`src/rtl/otg_irq_pkg.sv`:
```
package otg_irq_pkg;
  localparam int FLAG_W = 14;
  localparam int LIVE_W = 8;
  localparam int EVT_W  = 8;
  localparam int MON_W  = 5;

  localparam int F_VBERR = 1;

  // flag 12 reserved
  localparam logic [FLAG_W-1:0] FLAG_MASK = 14'h2FFF;

  // event input index -> flag position
  localparam int EVT_POS [EVT_W] = '{0, 1, 2, 3, 4, 6, 7, 13};
  // monitor index (id, sess_end, b_valid, a_valid, vbus_valid) -> flag position
  localparam int MON_POS [MON_W] = '{5, 11, 8, 9, 10};
endpackage

```
`src/rtl/otg_edge_mon.sv`:
```
module otg_edge_mon #(
  parameter int N = 5
) (
  input  logic         clk_i,
  input  logic         rst_ni,
  input  logic [N-1:0] sig_i,
  output logic [N-1:0] smp_o,
  output logic [N-1:0] chg_o,
  output logic         primed_o
);
  logic primed_q;

  always_ff @(posedge clk_i or negedge rst_ni) begin
    if (!rst_ni) primed_q <= 1'b0;
    else         primed_q <= 1'b1;
  end
  assign primed_o = primed_q;

  for (genvar g = 0; g < N; g++) begin : g_bit
    logic smp_q;
    always_ff @(posedge clk_i or negedge rst_ni) begin
      if (!rst_ni) smp_q <= 1'b0;
      else         smp_q <= sig_i[g];
    end
    assign smp_o[g] = smp_q;
    // first sample after reset only loads the history
    assign chg_o[g] = primed_q & (sig_i[g] ^ smp_q);
  end
endmodule

```
`src/rtl/otg_flag_bank.sv`:
```
module otg_flag_bank #(
  parameter int           W    = 14,
  parameter logic [W-1:0] MASK = '1
) (
  input  logic         clk_i,
  input  logic         rst_ni,
  input  logic [W-1:0] set_i,
  input  logic [W-1:0] clr_i,
  output logic [W-1:0] flag_o
);
  logic unused_rsvd;
  assign unused_rsvd = ^((set_i | clr_i) & ~MASK);

  for (genvar g = 0; g < W; g++) begin : g_flag
    if (MASK[g]) begin : g_live
      logic flag_q;
      always_ff @(posedge clk_i or negedge rst_ni) begin
        if (!rst_ni) flag_q <= 1'b0;
        else         flag_q <= set_i[g] | (flag_q & ~clr_i[g]); // set wins
      end
      assign flag_o[g] = flag_q;
    end else begin : g_rsvd
      assign flag_o[g] = 1'b0;
    end
  end
endmodule

```
`src/rtl/otg_vbus_pol.sv`:
```
module otg_vbus_pol (
  input  logic drive_i,
  input  logic pol_en_i,
  output logic sw_en_o,
  input  logic sw_st_i,
  input  logic pol_st_i,
  output logic sw_ok_o
);
  assign sw_en_o = pol_en_i ? ~drive_i : drive_i;
  assign sw_ok_o = pol_st_i ? ~sw_st_i : sw_st_i;
endmodule

```
`src/rtl/otg_irq_unit.sv`:
```
module otg_irq_unit
  import otg_irq_pkg::*;
#(
  parameter int                ADDR_W   = 8,
  parameter int                DATA_W   = 32,
  parameter logic [ADDR_W-1:0] OFS_EN   = 'h08,
  parameter logic [ADDR_W-1:0] OFS_FLAG = 'h0C,
  parameter logic [ADDR_W-1:0] OFS_LIVE = 'h10
) (
  input  logic              clk_i,
  input  logic              rst_ni,
  input  logic              bus_we_i,
  input  logic [ADDR_W-1:0] bus_addr_i,
  input  logic [DATA_W-1:0] bus_wdata_i,
  output logic [DATA_W-1:0] bus_rdata_o,
  input  logic [EVT_W-1:0]  evt_i,
  input  logic              id_i,
  input  logic              sess_end_i,
  input  logic              b_valid_i,
  input  logic              a_valid_i,
  input  logic              vbus_valid_i,
  input  logic              over_cur_i,
  input  logic              as_periph_i,
  input  logic              as_host_i,
  input  logic              vbus_drive_i,
  input  logic              pol_en_i,
  output logic              vbus_sw_en_o,
  input  logic              vbus_sw_st_i,
  input  logic              pol_st_i,
  output logic              vbus_sw_ok_o,
  output logic              irq_o,
  output logic              recover_o
);
  logic [MON_W-1:0]  mon_raw, mon_smp, mon_chg;
  logic              mon_primed;
  logic [2:0]        lvl_q;
  logic [LIVE_W-1:0] live_q;
  logic [FLAG_W-1:0] hw_set, sw_clr, flag_q, en_q;
  logic              wr_en, wr_flag, rec_q;
  logic              unused_hi;

  assign unused_hi = ^bus_wdata_i[DATA_W-1:FLAG_W];

  assign wr_en   = bus_we_i && (bus_addr_i == OFS_EN);
  assign wr_flag = bus_we_i && (bus_addr_i == OFS_FLAG);

  assign mon_raw = {vbus_valid_i, a_valid_i, b_valid_i, sess_end_i, id_i};

  otg_edge_mon #(.N(MON_W)) u_mon (
    .clk_i   (clk_i),
    .rst_ni  (rst_ni),
    .sig_i   (mon_raw),
    .smp_o   (mon_smp),
    .chg_o   (mon_chg),
    .primed_o(mon_primed)
  );

  always_ff @(posedge clk_i or negedge rst_ni) begin
    if (!rst_ni) lvl_q <= '0;
    else         lvl_q <= {as_host_i, as_periph_i, over_cur_i};
  end

  assign live_q = {lvl_q[2], lvl_q[1], mon_smp, lvl_q[0]};

  always_comb begin
    hw_set = '0;
    for (int i = 0; i < EVT_W; i++) hw_set[EVT_POS[i]] = hw_set[EVT_POS[i]] | evt_i[i];
    for (int i = 0; i < MON_W; i++) hw_set[MON_POS[i]] = hw_set[MON_POS[i]] | mon_chg[i];
  end

  assign sw_clr = wr_flag ? bus_wdata_i[FLAG_W-1:0] : '0;

  otg_flag_bank #(.W(FLAG_W), .MASK(FLAG_MASK)) u_flags (
    .clk_i (clk_i),
    .rst_ni(rst_ni),
    .set_i (hw_set),
    .clr_i (sw_clr),
    .flag_o(flag_q)
  );

  always_ff @(posedge clk_i or negedge rst_ni) begin
    if (!rst_ni) begin
      en_q  <= '0;
      rec_q <= 1'b0;
    end else begin
      if (wr_en) en_q <= bus_wdata_i[FLAG_W-1:0] & FLAG_MASK;
      rec_q <= wr_flag & bus_wdata_i[F_VBERR];
    end
  end

  assign recover_o = rec_q;
  assign irq_o     = |(flag_q & en_q);

  always_comb begin
    bus_rdata_o = '0;
    if      (bus_addr_i == OFS_EN)   bus_rdata_o = DATA_W'(en_q);
    else if (bus_addr_i == OFS_FLAG) bus_rdata_o = DATA_W'(flag_q);
    else if (bus_addr_i == OFS_LIVE) bus_rdata_o = DATA_W'(live_q);
  end

  otg_vbus_pol u_pol (
    .drive_i (vbus_drive_i),
    .pol_en_i(pol_en_i),
    .sw_en_o (vbus_sw_en_o),
    .sw_st_i (vbus_sw_st_i),
    .pol_st_i(pol_st_i),
    .sw_ok_o (vbus_sw_ok_o)
  );
endmodule

```
`config.mk`:
```
export PLATFORM = sky130hd
export DESIGN_NAME = otg_irq_unit
export DESIGN_NICKNAME = d
export VERILOG_FILES = /design/src/rtl/otg_irq_pkg.sv /design/src/rtl/otg_edge_mon.sv /design/src/rtl/otg_flag_bank.sv /design/src/rtl/otg_vbus_pol.sv /design/src/rtl/otg_irq_unit.sv
export SDC_FILE = /design/constraint.sdc
export NUM_CORES = 1
export LEC_CHECK = 0
export BUFFER_PORTS_ARGS = -buffer_cell sky130_fd_sc_hd__buf_4
export CAP_MARGIN = 20
export CORE_ASPECT_RATIO = 1.5
export CORE_MARGIN = 5
export CORE_UTILIZATION = 46
export DETAILED_ROUTE_END_ITERATION = 12
export GPL_ROUTABILITY_DRIVEN = 0
export PLACE_DENSITY_LB_ADDON = 0.12
export SLEW_MARGIN = 20
export SYNTH_ARGS = -nofsm -noshare
export SYNTH_HDL_FRONTEND = slang
export SYNTH_SLANG_ARGS = --single-unit
```
`constraint.sdc`:
```
create_clock -name clk_i -period 3 [get_ports clk_i]
set_input_delay 0.9 -clock clk_i [delete_from_list [all_inputs] [get_ports clk_i]]
set_output_delay 0.9 -clock clk_i [all_outputs]
set_load 0.1 [all_outputs]
```
==> results of run 1 <==
## registers in the layout, indices dropped and copies added (netlist names)
register / count
recover_o: 1
u_flags.g_flag.g_live.flag_q: 13
u_mon.g_bit.smp_q: 5
en_q: 13
lvl_q: 3
u_mon.primed_o: 1
## cell type report
type / instances / area [sq um] / area share, %
Tap cell: 48 / 60.1 / 2.05
Timing Repair Buffer: 71 / 701 / 23.9
Multi-Input combinational cell: 152 / 1190 / 40.7
Clock buffer: 6 / 72.6 / 2.47
Sequential cell: 36 / 901 / 30.7
Clock inverter: 1 / 5.00 / 0.171
## worst max-delay path by stage
stage / start / endpoint / slack, ns / cells after the start
2_1_floorplan: bus_addr_i[4] / bus_rdata_o[10] / -0.28 / 5
3_3_place_gp: bus_addr_i[4] / bus_rdata_o[10] / -0.25 / 6
3_5_place_dp: bus_addr_i[4] / bus_rdata_o[10] / -0.25 / 6
4_1_cts: bus_addr_i[0] / bus_rdata_o[10] / -0.11 / 5
5_1_grt: bus_addr_i[1] / bus_rdata_o[10] / -0.09 / 5
6_report: bus_addr_i[1] / bus_rdata_o[10] / -0.06 / 5
## logic make-up (layout without fill, tap and decap cells)
kind of cell,count (synthesis),count (layout),share of synthesized area [%]
muxes,18,18,11.2
xor gates and xnor gates,7,7,2.94
and+or+nand+nor,72,72,19.8
AOI/OAI and AO/OA,35,35,11.9
DFF,36,36,43.1
other,2,20,0.360
buffers and inverters,33,78,10.7
## repair_timing
| item | CTS | global route |
|---|---|---|
| endpoints found under the hold margin | 0 | 0 |
| pin swaps | 3 | 8 |
| endpoints found under the setup margin | 13 | 13 |
| setup buffers | 1 | 1 |
| resized for setup | 35 | 9 |
| hold buffers | 0 | 0 |
## through the flow
step | cells | hold slack (ns) | setup TNS [ns] | setup slack, ns | instance area, sq um
after CTS | 313 | 0.537 | -0.387 | -0.106 | 2890
after global placement | 306 | 0.507 | -2.06 | -0.245 | 2680
after floorplan | 221 | 0.477 | -2.72 | -0.282 | 2330
final | 314 | 0.541 | -0.288 | -0.0647 | 2930
after global routing | 314 | 0.560 | -0.405 | -0.0855 | 2930
after detailed placement | 306 | 0.521 | -2.04 | -0.250 | 2680
## per-layer routing
layer / up-vias / routed length, um / part of all wire (%) / GRT usage (%)
met5: - / 0 / 0 / 0
met4: 0 / 61 / 1.1 / 5.71
met3: 5 / 308 / 5.7 / 3.88
met2: 61 / 2790 / 52 / 30.7
met1: 830 / 2220 / 41 / 23.8
li1: 794 / - / - / -
## power groups by stage
stage / Combinational [mW] / Clock (mW) / Sequential, mW
3_3_place_gp: 0.340 / 0 / 0.521
5_1_grt: 0.365 / 0.350 / 0.513
4_1_cts: 0.346 / 0.330 / 0.512
6_report: 0.347 / 0.323 / 0.512
3_5_place_dp: 0.341 / 0 / 0.521
2_1_floorplan: 0.268 / 0 / 0.518
## critical path, delay by kind of cell
family	cells	cell delay [ns]
AND/OR/NAND/NOR	3	0.98
buffers and inverters	2	0.27
## Yosys cell counts
cell type  number  share of area [%]
buf_4          19                6.8
a21o_1          8                2.9
a221oi_1        1               0.42
buf_1           1               0.18
and3_1          1               0.30
nand3_1        14                3.4
nor2b_1         2               0.60
or3_1           1               0.30
nand3b_1       16                5.8
a21oi_1         8                1.9
mux2_2          3                1.6
xor2_1          7                2.9
conb_1          2               0.36
dfrtp_1        36                 43
clkbuf_1        6                1.1
a222oi_1        1               0.48
or2_1           1               0.30
a22oi_1         3                1.1
nor2_1          7                1.3
buf_2           4               0.96
buf_6           3                1.6
and3b_1         1               0.42
mux2i_1         5                2.4
o31ai_1        13                4.7
nand2b_1        9                2.7
nand4b_4        1                1.1
nand2_1        18                3.2
a22o_1          1               0.42
or4b_1          1               0.48
mux2_4         10                7.2
==> flow_summary.json, run 1 <==
{
  "clock_sinks": 36,
  "initialDrtViolationCount": 68,
  "die_h_um": 92.5,
  "end_kind": "primary output",
  "max_stage_delay_ns": 0.54,
  "drt-pass1-iter-count": 4,
  "design_power_total_mw": 1.18,
  "fin_crit_sh_pct": 102,
  "ys_ff_latch": 36,
  "coreArea_sq_um": 4470,
  "critPathSlowestCell": "or4b_4",
  "ir_drop_v": 0.000315,
  "p_int_mw": 0.758,
  "routed_wirelength_um": 5380,
  "cts_max_level": 2,
  "drive_gt1_share_pct": 41.4,
  "hold-path-endpoint": "u_flags.g_flag[11].g_live.flag_q",
  "final_common_cell": "buf_4",
  "yosysSeqAreaShare_pct": 43.1,
  "cp_cell_sequence": "buf_6 > or4b_4 > or2_4 > nor2_4 > buf_12",
  "synthCells": 203,
  "synth_cell_type_count": 30,
  "finalClockSkew_ns": 0.00492,
  "postRouteAntennaNets": 0,
  "min-delay-start": "u_flags.g_flag[11].g_live.flag_q",
  "yosys_warnings": 0,
  "syn_area_sq_um": 2090,
  "cp_max_fo": 6,
  "fp.dieW_um": 65.0,
  "arrival_ns": 2.16,
  "min_period_ns": 3.06,
  "max_freq_mhz": 326,
  "pwr-share-clk_pct": 27.3,
  "reg2reg_depth": 3,
  "drc": 0,
  "power_density_nw_per_um2": 403,
  "cts_buffers": 5,
  "hold_viol": 0,
  "io_pins": 99,
  "cts_tree": "built",
  "nFillCells": 376,
  "antenna_found_initial": 0,
  "crit-reg2reg-launch": "u_mon.g_bit[2].smp_q",
  "drt-vias-per-instance": 5.38,
  "grt_pass1_wl_um": 8720,
  "r2r_end": "u_flags.g_flag[8].g_live.flag_q",
  "final.setup.worst_slack_ns": -0.0647,
  "reg2reg_slack_ns": 2.19,
  "syn_area_per_cell_sq_um": 10.3,
  "grt_pass1_vias": 1754,
  "rsz0062_at_grt": "yes",
  "critPathRequiredTime_ns": 2.10,
  "port_buffers": 60,
  "p_switching_mw": 0.424,
  "root_buffer": "clkbuf_8",
  "p_leak_nw": 1.28,
  "hold_class": "reg -> reg",
  "hold_depth": 2,
  "layout_common_cells": "54 x buf_4, 36 x dfrtp_1, 20 x conb_1",
  "p_sw_share_pct": 35.9,
  "setup.worst_path.start_class": "primary input",
  "clk_path_buf_depth": 2,
  "layout-area-overhead-vs-synth_pct": 40.4,
  "failed_checks": "negative setup slack",
  "placementRows": 30,
  "crit_type": "in -> out",
  "maxCapViolCount": 0,
  "wire_per_inst_um": 17.1,
  "nets": 329,
  "start_util_pct": 46.8,
  "finish.utilization_pct": 65.7,
  "track_usage_pct": 18.5,
  "grt_max_degree": 37,
  "clock_latency_ns": 0.28,
  "die-area_sq_um": 6020,
  "maxSlewViolCount": 0,
  "path_clk_slew_ns": 0.07,
  "grt_overflow_total": 0,
  "routed-via-count": 1690,
  "pwr-share-comb_pct": 29.4,
  "setup_viol": 5,
  "num_antenna_cells": 0,
  "dp_hpwl_um": 3920,
  "p_seq_share_pct": 43.3,
  "status": "finished with violations"
}
(Power assumes the default switching activity.)
==> inputs of run 2 (changes only) <==
CORE_UTILIZATION = 48   (was 46)
CTS_BUF_LIST = sky130_fd_sc_hd__clkbuf_8   (was unset)
==> flow_summary.json, run 2 (synthesized netlist as in run 1, its figures left out) <==
{
  "cp_cell_sequence": "buf_6 > or4b_4 > or2_4 > nor2_4 > buf_12",
  "clk_path_buf_depth": 2,
  "clock_latency_ns": 0.29,
  "multiInputGateArea_sq_um": 1190,
  "instances_no_fill": 313,
  "dp_hpwl_um": 3900,
  "die-area_sq_um": 5800,
  "placementRows": 29,
  "routed-via-count": 1696,
  "hold_viol": 0,
  "critPathLaunch": "bus_addr_i[0]",
  "num_antenna_cells": 0,
  "maxCapViolCount": 0,
  "r2r_end": "u_flags.g_flag[9].g_live.flag_q",
  "reg.largest.list": "en_q x13, u_flags.g_flag.g_live.flag_q x13, u_mon.g_bit.smp_q x5",
  "failed_checks": "negative setup slack",
  "end_kind": "primary output",
  "layout_common_cells": "52 x buf_4, 36 x dfrtp_1, 20 x conb_1",
  "cts_max_level": 2,
  "rsz0062_at_grt": "yes",
  "cts_tree": "built",
  "postRouteAntennaNets": 0,
  "p_leak_nw": 1.29,
  "drt-vias-per-instance": 5.42,
  "wire_per_inst_um": 17.5,
  "drc": 0,
  "finalClockSkew_ns": 0.00207,
  "fp.dieW_um": 63.9,
  "hold_depth": 2,
  "maxSlewViolCount": 0,
  "grt_pass1_vias": 1816,
  "dp.cells": 305,
  "min-delay-start": "u_flags.g_flag[8].g_live.flag_q",
  "layout-area-overhead-vs-synth_pct": 41.9,
  "place_area_sq_um": 2690,
  "io_pins": 99,
  "critPathSlowestCell": "or4b_4",
  "grt_overflow_total": 0,
  "nets": 329,
  "routed_wirelength_um": 5470,
  "final.setup.worst_slack_ns": -0.0967,
  "status": "finished with violations",
  "clock_sinks": 36,
  "start_util_pct": 49.6,
  "postLayoutCellArea_sq_um": 2960,
  "die_h_um": 90.8,
  "path_clk_slew_ns": 0.07,
  "max_stage_delay_ns": 0.52,
  "nFillCells": 344,
  "initialDrtViolationCount": 63,
  "drive_gt1_share_pct": 41.9,
  "antenna_found_initial": 0,
  "reg2reg_slack_ns": 2.19,
  "max_freq_mhz": 323,
  "power_density_nw_per_um2": 412,
  "seqCellArea_sq_um": 901,
  "final_common_cell": "buf_4",
  "setup_viol": 13,
  "reg2reg_depth": 3,
  "min_period_ns": 3.10,
  "hold_class": "reg -> reg",
  "critPathRequiredTime_ns": 2.10,
  "ir_drop_v": 0.000434,
  "grt_max_degree": 37,
  "port_buffers": 60,
  "crit_type": "in -> out",
  "track_usage_pct": 19.4,
  "crit-reg2reg-launch": "u_mon.g_bit[3].smp_q",
  "finish.utilization_pct": 70.4,
  "root_buffer": "clkbuf_8",
  "setup_tns_ns": -0.584,
  "drt-pass1-iter-count": 4,
  "cp_max_fo": 6,
  "coreArea_sq_um": 4210,
  "setup.worst_path.start_class": "primary input",
  "design_power_total_mw": 1.22,
  "hold-path-endpoint": "u_flags.g_flag[8].g_live.flag_q",
  "arrival_ns": 2.20,
  "grt_pass1_wl_um": 8890,
  "fin_crit_sh_pct": 103,
  "cts_buffers": 5
}
[run 2: cell count changes in the layout (fill, tap and decap cells not counted), sizes merged]
cell	before	now
clkinv	1	2
[run 2: cell type report]
class / instances / share of cell area (%)
clock inverters: 2 / 0.338
multi-input cells: 152 / 40.3
flip-flops and latches: 36 / 30.4
repair buffers: 71 / 24.2
well taps: 46 / 1.94
clock buffers: 6 / 2.79
[run 2: how the worst max path moves through the flow]
stage / endpoint / slack, ns / cells past startpoint
floorplan: bus_rdata_o[10] / -0.28 / 5
global placement: bus_rdata_o[10] / -0.21 / 6
detailed placement: bus_rdata_o[9] / -0.22 / 6
CTS: bus_rdata_o[10] / -0.14 / 6
global route: bus_rdata_o[9] / -0.12 / 5
finish: bus_rdata_o[9] / -0.1 / 5
[run 2: power breakdown]
group | leakage (nW) | total (mW) | internal [mW] | switching (mW)
Combinational | 0.831 | 0.347 | 0.101 | 0.247
Sequential | 0.412 | 0.512 | 0.500 | 0.0121
Clock | 0.0510 | 0.362 | 0.183 | 0.179
Total | 1.29 | 1.22 | 0.784 | 0.438
[run 2: timing repair]
item | 4_1_cts | 5_1_grt
hold endpoints to repair | 0 | 0
buffers inserted | 1 | 0
gates resized for setup | 45 | 3
setup endpoints to repair | 13 | 13
pin swaps | 2 | 4
hold buffers | 0 | 0
[run 2: critical path, delay by kind of cell]
kind	cells	cell delay, ns
buffers and inverters	2	0.27
AND/OR/NAND/NOR	3	1.02
[run 2: per-stage QoR]
step	setup slack (ns)	hold slack (ns)
after floorplan	-0.282	0.477
after global placement	-0.214	0.503
after detailed placement	-0.225	0.519
after CTS	-0.140	0.537
after global routing	-0.120	0.568
final	-0.0967	0.533
[run 2: routing by layer]
layer / global-route usage, % / routed length, um
met5: 0 / 0
met4: 7.63 / 106
met3: 4.98 / 253
met2: 32.6 / 2930
met1: 23.2 / 2180
